===== config.mk =====
export PLATFORM = sky130hd
export DESIGN_NAME = dram_access_seq
export DESIGN_NICKNAME = d
export VERILOG_FILES = /design/src/rtl/dram_seq_pkg.sv /design/src/rtl/strobe_capture.sv /design/src/rtl/access_fsm.sv /design/src/rtl/ras_gate.sv /design/src/rtl/dram_access_seq.sv
export SDC_FILE = /design/constraint.sdc
export NUM_CORES = 1
export LEC_CHECK = 0
export BUFFER_PORTS_ARGS = -buffer_cell sky130_fd_sc_hd__buf_2
export CORE_AREA = 2 2 39 41
export DETAILED_ROUTE_END_ITERATION = 8
export DIE_AREA = 0 0 41 43
export PLACE_DENSITY = 0.35
export SYNTH_ARGS = -nofsm -noshare
export SYNTH_HDL_FRONTEND = slang
export SYNTH_SLANG_ARGS = --single-unit

===== constraint.sdc =====
create_clock -name clk_i -period 1.06 [get_ports clk_i]
set_input_delay 0.212 -clock clk_i [delete_from_list [all_inputs] [get_ports clk_i]]
set_output_delay 0.212 -clock clk_i [all_outputs]
set_load 0.005 [all_outputs]

===== src/rtl/dram_seq_pkg.sv =====
package dram_seq_pkg;

  typedef enum logic [1:0] {
    SQ_IDLE = 2'd0,
    SQ_PEND = 2'd1,
    SQ_ROW  = 2'd2
  } sq_state_e;

endpackage


===== src/rtl/strobe_capture.sv =====
module strobe_capture (
  input  logic clk_i,
  input  logic rst_i,
  input  logic strobe_i,
  input  logic lat_en_i,
  input  logic start_i,
  output logic rearm_o,
  output logic alatch_o
);

  logic stb_q;
  logic rearm_q;
  logic alatch_q;

  always_ff @(posedge clk_i) begin
    if (rst_i) begin
      stb_q    <= 1'b0;
      rearm_q  <= 1'b1;
      alatch_q <= 1'b0;
    end else begin
      stb_q    <= strobe_i;
      alatch_q <= lat_en_i & stb_q & ~strobe_i;
      if (start_i)
        rearm_q <= 1'b0;
      else if (!strobe_i)
        rearm_q <= 1'b1;
    end
  end

  assign rearm_o  = rearm_q;
  assign alatch_o = alatch_q;

  // the capture pulse never lasts more than one cycle
  assert_alatch_single_R9: assert property (@(posedge clk_i) disable iff (rst_i)
    alatch_q |=> !alatch_q);

  // no pulse while latching is disabled
  assert_alatch_gated_R9: assert property (@(posedge clk_i) disable iff (rst_i)
    !lat_en_i |=> !alatch_q);

endmodule


===== src/rtl/access_fsm.sv =====
module access_fsm
  import dram_seq_pkg::*;
(
  input  logic clk_i,
  input  logic rst_i,
  input  logic cs_i,
  input  logic strobe_i,
  input  logic areq_i,
  input  logic mode_i,
  input  logic busy_i,
  input  logic rearm_i,
  output logic start_o,
  output logic idle_o,
  output logic row_o
);

  sq_state_e st_q, st_d;
  logic      seen_q;
  logic      go;

  assign go      = cs_i & strobe_i & rearm_i;
  assign start_o = (st_q == SQ_IDLE) & go;

  always_comb begin
    st_d = st_q;
    case (st_q)
      SQ_IDLE: if (go) st_d = (mode_i && !busy_i) ? SQ_ROW : SQ_PEND;
      SQ_PEND: if (!busy_i) st_d = SQ_ROW;
      SQ_ROW:  if (seen_q && !areq_i) st_d = SQ_IDLE;
      default: st_d = SQ_IDLE;
    endcase
  end

  always_ff @(posedge clk_i) begin
    if (rst_i) begin
      st_q   <= SQ_IDLE;
      seen_q <= 1'b0;
    end else begin
      st_q <= st_d;
      if (st_q != SQ_ROW || st_d != SQ_ROW)
        seen_q <= 1'b0;
      else if (areq_i)
        seen_q <= 1'b1;
    end
  end

  assign idle_o = (st_q == SQ_IDLE);
  assign row_o  = (st_q == SQ_ROW);

  // no chip select together with the strobe, no departure from idle
  assert_no_start_without_cs_R2: assert property (@(posedge clk_i) disable iff (rst_i)
    (st_q == SQ_IDLE && !(cs_i && strobe_i)) |=> st_q == SQ_IDLE);

  // a pending access waits out the busy event
  assert_pend_holds_busy_R4: assert property (@(posedge clk_i) disable iff (rst_i)
    (st_q == SQ_PEND && busy_i) |=> st_q == SQ_PEND);

  // request released after being seen ends the row strobe
  assert_end_on_release_R7: assert property (@(posedge clk_i) disable iff (rst_i)
    (st_q == SQ_ROW && seen_q && !areq_i) |=> st_q == SQ_IDLE);

  // no new start before the strobe is seen low
  assert_rearm_needed_R8: assert property (@(posedge clk_i) disable iff (rst_i)
    (st_q == SQ_IDLE && !rearm_i) |=> st_q == SQ_IDLE);

  // the row strobe never ends before the request is seen high
  assert_hold_until_seen_R10: assert property (@(posedge clk_i) disable iff (rst_i)
    (st_q == SQ_ROW && !seen_q) |=> st_q == SQ_ROW);

endmodule


===== src/rtl/ras_gate.sv =====
module ras_gate (
  input  logic rst_i,
  input  logic row_i,
  input  logic idle_i,
  input  logic rearm_i,
  input  logic mode_i,
  input  logic cs_i,
  input  logic strobe_i,
  input  logic busy_i,
  output logic ras_o
);

  logic early;

  assign early = mode_i & idle_i & rearm_i & cs_i & strobe_i & ~busy_i;
  assign ras_o = ~rst_i & (row_i | early);

endmodule


===== src/rtl/dram_access_seq.sv =====
module dram_access_seq (
  input  logic clk_i,
  input  logic rst_i,
  input  logic cs_i,
  input  logic strobe_i,
  input  logic areq_i,
  input  logic mode_i,
  input  logic busy_i,
  input  logic lat_en_i,
  output logic ras_o,
  output logic acc_active_o,
  output logic alatch_o
);

  logic start_w;
  logic rearm_w;
  logic idle_w;
  logic row_w;

  strobe_capture u_cap (
    .clk_i    (clk_i),
    .rst_i    (rst_i),
    .strobe_i (strobe_i),
    .lat_en_i (lat_en_i),
    .start_i  (start_w),
    .rearm_o  (rearm_w),
    .alatch_o (alatch_o)
  );

  access_fsm u_fsm (
    .clk_i    (clk_i),
    .rst_i    (rst_i),
    .cs_i     (cs_i),
    .strobe_i (strobe_i),
    .areq_i   (areq_i),
    .mode_i   (mode_i),
    .busy_i   (busy_i),
    .rearm_i  (rearm_w),
    .start_o  (start_w),
    .idle_o   (idle_w),
    .row_o    (row_w)
  );

  ras_gate u_gate (
    .rst_i    (rst_i),
    .row_i    (row_w),
    .idle_i   (idle_w),
    .rearm_i  (rearm_w),
    .mode_i   (mode_i),
    .cs_i     (cs_i),
    .strobe_i (strobe_i),
    .busy_i   (busy_i),
    .ras_o    (ras_o)
  );

  assign acc_active_o = ~idle_w;

  // latched mode never drives the row strobe from idle
  assert_mode0_sync_R3: assert property (@(posedge clk_i) disable iff (rst_i)
    (!mode_i && !acc_active_o) |-> !ras_o);

  // an early row strobe never appears while another event is busy
  assert_busy_blocks_early_R6: assert property (@(posedge clk_i) disable iff (rst_i)
    (busy_i && !acc_active_o) |-> !ras_o);

endmodule


# Word-level counts from Yosys, hierarchy flattened
# Cells that the tools add are included.
dict set report op_classes {
  mul 0
  n_lt_le_gt_ge 0
  mux 7
  n_div 0
  n_shift 0
  addsub 0
  n_reduce_logical 7
  bitwise 16
  eq_ne 5
}
# operator n
set ops {}
lappend ops {{1-bit AND} 11}
lappend ops {{2-bit two-way mux} 4}
lappend ops {{2-bit case mux with 3 select lines} 1}
lappend ops {{2-bit inequality test, second input constant} 2}
lappend ops {{1-bit inverter} 4}
lappend ops {{2-bit by 1-bit == test with 1-bit output, second input constant} 1}
lappend ops {{2-bit == test, second input constant} 1}
lappend ops {{1-bit logical AND} 2}
lappend ops {{1-bit logical NOT} 2}
lappend ops {{2-bit logical NOT} 1}
lappend ops {{1-bit two-way mux} 2}
lappend ops {{2-bit by 1-bit inequality test with 1-bit output, second input constant} 1}
lappend ops {{2-bit OR reduction} 1}
lappend ops {{1-bit logical OR} 1}
lappend ops {{1-bit OR} 1}
dict set report totals {
  latchBits 0
  elab_cells 40
  inputBits 8
  reg_bits 6
  mem_bits_ro 0
  n_memories 0
  ram_bits 0
  out_inout_bits 3
}

# Longest topological paths before layout
dict set report logic_depth {
  depth_word 8
  ltp_mapped 3
  mapped_depth_nobuf 3
}

# By module
# A second synthesis with hierarchy kept.
dict set report hier_totals {
  hier_cells 30
  hier_area_um2 275.3
}
# module instances area_each_um2 cells_each
set by_module_without_submodules {}
lappend by_module_without_submodules {access_fsm 1 153.9 17}
lappend by_module_without_submodules {strobe_capture 1 92.6 8}
lappend by_module_without_submodules {ras_gate 1 25.0 4}
lappend by_module_without_submodules {dram_access_seq 1 3.8 1}

# Worst setup path before layout
# No wires, ideal clock.
dict set report synth_timing {
  path_type {register -> register}
  start {register u_fsm.st_q[1]}
  end {register u_cap.rearm_q (netlist: u_cap.rearm_o)}
  path_stages_with_launch 4
  setup_slack_ps 121
  arrival_ps 822
  required_ps 943
  period_less_slack_ps 939
  n_path_buf 0
  setup_ps 117
  cell_sequence {dfxtp_1 -> or2_2 -> o21ai_0 -> nand2_1}
}
dict set report synth_between {
  elab_chain_len 3
  elab_cells_between_ends 4
  classes_between {eq/ne: 1; mux: 1; bitwise: 1; reduce/logical: 1}
}
# element line
set synth_lines {}
lappend synth_lines {{start, declared} access_fsm.sv:17} ;# sq_state_e st_q, st_d;
lappend synth_lines {{start signal, assigned} access_fsm.sv:39} ;# st_q <= st_d;
lappend synth_lines {{2-bit logical NOT (*)} access_fsm.sv:22} ;# assign start_o = (st_q == SQ_IDLE) & go;
lappend synth_lines {{1-bit AND (*)} access_fsm.sv:22}
lappend synth_lines {{2-bit by 1-bit inequality test with 1-bit output (no source line) / 1-bit two-way mux (equally long branches)} --}
lappend synth_lines {{end signal, assigned} strobe_capture.sv:18} ;# rearm_q <= 1'b1;
lappend synth_lines {{end signal, assigned} strobe_capture.sv:24} ;# rearm_q <= 1'b0;
lappend synth_lines {{end signal, assigned} strobe_capture.sv:26} ;# rearm_q <= 1'b1;
lappend synth_lines {{end, declared} strobe_capture.sv:12} ;# logic rearm_q;
# Every way passes the cells marked *; elsewhere a longest branch is shown, timed or not.
# A chain may end at the register's enable or synchronous reset.

# Final worst setup path
dict set report layout_timing {
  start {register u_cap.rearm_q (netlist: u_cap.rearm_o)}
  end {output ras_o}
}
dict set report layout_between {
  elab_chain_len 6
}
# element line
set layout_lines {}
lappend layout_lines {{1-bit AND (4 in series)} ras_gate.sv:15} ;# assign early = mode_i & idle_i & rearm_i & cs_i & strobe_i & ~busy_i;
lappend layout_lines {{1-bit OR} ras_gate.sv:16} ;# assign ras_o = ~rst_i & (row_i | early);
lappend layout_lines {{1-bit AND} ras_gate.sv:16}
lappend layout_lines {{end, declared} dram_access_seq.sv:10} ;# output logic ras_o,
# Every way passes these cells.

==> impl_metrics.ini <==
[run_status]
status = complete, but fails checks
violations = setup timing

[sta]
rsz0062_at_grt = yes
fin_setup_tns_ps = -230
tightest_slew_ps = 201
finalWorstSetupSlack_ps = -122
period_minus_slack_ps = 1180
setup_violations = 2
hold_slack_ps = 179
finalMaxSlewViolations = 0
hold_viol_final = 0
fin_crit_sh_pct = 112
skew_ps = 7.48
max_freq_mhz = 846
slew_headroom_pct = 86.5

[placed_design]
dp_cells = 53
port_buffers = 10
place.gp.congestion = 0.678
pre_cts_ws_ps = 47.8

[worst_hold_path]
min_path_cells = 2
min_path_type = input pin to register
min_from = strobe_i
min_to = u_cap.alatch_o

[cts]
root_buffer = clkbuf_4
cts-buffers-inserted = 3
ctsLongestPathBuffers = 2
htreeDepth = 1
cts.sinks = 6
cts_tree = yes
path_clk_slew_ps = 40
postCtsHoldBufs = 0
insertion_delay_ps = 240

[global_route]
grt_max_degree = 6
use_met1_pct = 8.71
track_usage_pct = 8.14
grt_pass1_vias = 211
use_met2_pct = 8.44
antenna_found_initial = 0
met3_usage_pct = 7.85
grt_pass1_wl_um = 841
grt-busiest-layer = met1
overflow = 0

[worst_setup_path]
ff2ff_path_depth = 4
critPathKind = register to output pin
r2r_slack_ps = 70
start_kind = register
critPathCaptureType = output pin
crit_path_start = u_cap.rearm_o
cp.arrival_ps = 970
reg2reg_from = u_cap.rearm_o
r2r_end = u_fsm.st_q[1]
path_max_fanout = 2
worstPathRequired_ps = 850

[pwr]
p_per_area_nw_per_um2 = 1450
p_total_mw = 0.525
p_leak_nw = 0.165
peakVddDrop_mv = 0.387

[yosys]
synth-simple-area-share_pct = 25.1
syn_inst = 27
synth_seq_area_share_pct = 51.3
synth_fa_ha_area_share_pct = 0
ys.flop_type = dfxtp_1
async_flop_share_pct = 0
synth.most_common_cell = dfxtp_1
ys_top_cells_by_count = dfxtp_1, nor2_1, inv_1
syn_nets = 35
synth_xor_xnor_area_share_pct = 0
muxShareOfSynthArea_pct = 0
synth-compound-area-share_pct = 18.7
syn_area_um2 = 234
synth_area_leaders = dfxtp_1, nor2_1, inv_1, a211o_1, a21oi_2
synth-edff-count = 0
ys_warn_count = 0
avgSynthCellArea_um2 = 8.67
yosys.cell_types.count = 16
ys_seq_elements = 6
synth_top_family_by_area = simple AND/OR/NAND/NOR gates
yosys.area.top_type = dfxtp_1
yosysTopAreaCellShare_pct = 51.3

[layout]
synthToLayoutAreaGrowth_pct = 55.1
drive_above_1_share_pct = 46.5
nNetsFinal = 53
diodes = 0
final_cells = 59

[run]
maxCapViolations = 0

[drt]
wl_per_cell_um = 9.22
via_count = 236
first_iter_violations = 2
drc = 0
vias_per_cell = 4.00
wirelength_um = 544
detail-route-antenna-nets = 0
drtPass1Iterations = 2

[floorplan]
die_w_um = 41
core_area_um2 = 1380
die_h_um = 43
fp.dieArea_um2 = 1760
initial_core_util_pct = 16.9
row_count = 14
io_pins = 11
## flip-flops by register name (all words and copies together) (netlist names)
name	count
u_cap.alatch_o	1
u_cap.rearm_o	1
u_cap.stb_q	1
u_fsm.seen_q	1
u_fsm.st_q	2
## final cells by class
type | count | area, um^2
Clock buffer | 3 | 22.5
Fill cell | 158 | 1020
Inverter | 3 | 11.3
Multi-Input combinational cell | 18 | 105
Sequential cell | 6 | 125
Tap cell | 16 | 20.0
Timing Repair Buffer | 13 | 78.8
## worst max-delay path, stage by stage, from the launching register on
cell and delay, ps:
dfxtp_2 310, nand4_1 100, nor2_1 110, o21a_1 110, buf_2 100
## through the flow
step           instance area, um^2  util [%]
6_report                       363      26.2
5_1_grt                        363      26.2
4_1_cts                        363      26.2
3_5_place_dp                   304      22.0
3_3_place_gp                   304      22.0
2_1_floorplan                  234         -
## cell usage in the layout (no fill, tap or decap)
cell type,synthesis,routed
a31oi_1,1,1
dfxtp_2,0,1
o211ai_1,1,1
dfxtp_4,0,1
nor2b_1,1,1
nor2_1,4,4
o21ai_0,1,1
a21oi_2,1,1
and3_1,1,1
or2_4,0,1
buf_4,0,3
clkbuf_4,0,3
nor3_1,1,1
nand4_1,1,1
buf_6,0,1
a211o_1,1,1
buf_2,0,9
nor4_1,1,1
o21a_1,1,1
nand2_1,2,2
dfxtp_1,6,4
inv_1,3,3
## kinds of logic after synthesis
| kind of cell | Yosys count |
|---|---|
| simple gates | 12 |
| flops | 6 |
| compound gates | 6 |
| buf+inv | 3 |
## worst max path at each step
stage	depth (start not counted)	slack [ps]	to
4_1_cts	4	-160	ras_o
2_1_floorplan	3	120	u_cap.rearm_o
3_5_place_dp	3	50	u_cap.rearm_o
3_3_place_gp	3	60	u_cap.rearm_o
6_report	4	-120	ras_o
5_1_grt	4	-220	ras_o
## metal layers
layer | routed length [um] | share of wire, %
met5 | 0 | 0
met2 | 261 | 48
met1 | 241 | 44
met4 | 0 | 0
met3 | 40 | 7.4
## timing repair
action / in CTS / in global routing
endpoints found under the setup margin: 2 / 3
pin swaps: 1 / 3
resized for setup: 5 / 0
setup buffers: 3 / 0
## power breakdown
group	switching (mW)	leakage, nW	internal (mW)
Clock	0.0793	0.0138	0.128
Combinational	0.0308	0.101	0.0432
Sequential	0.00755	0.0495	0.236
Total	0.118	0.165	0.407
Power figures use the tool's default switching activity.
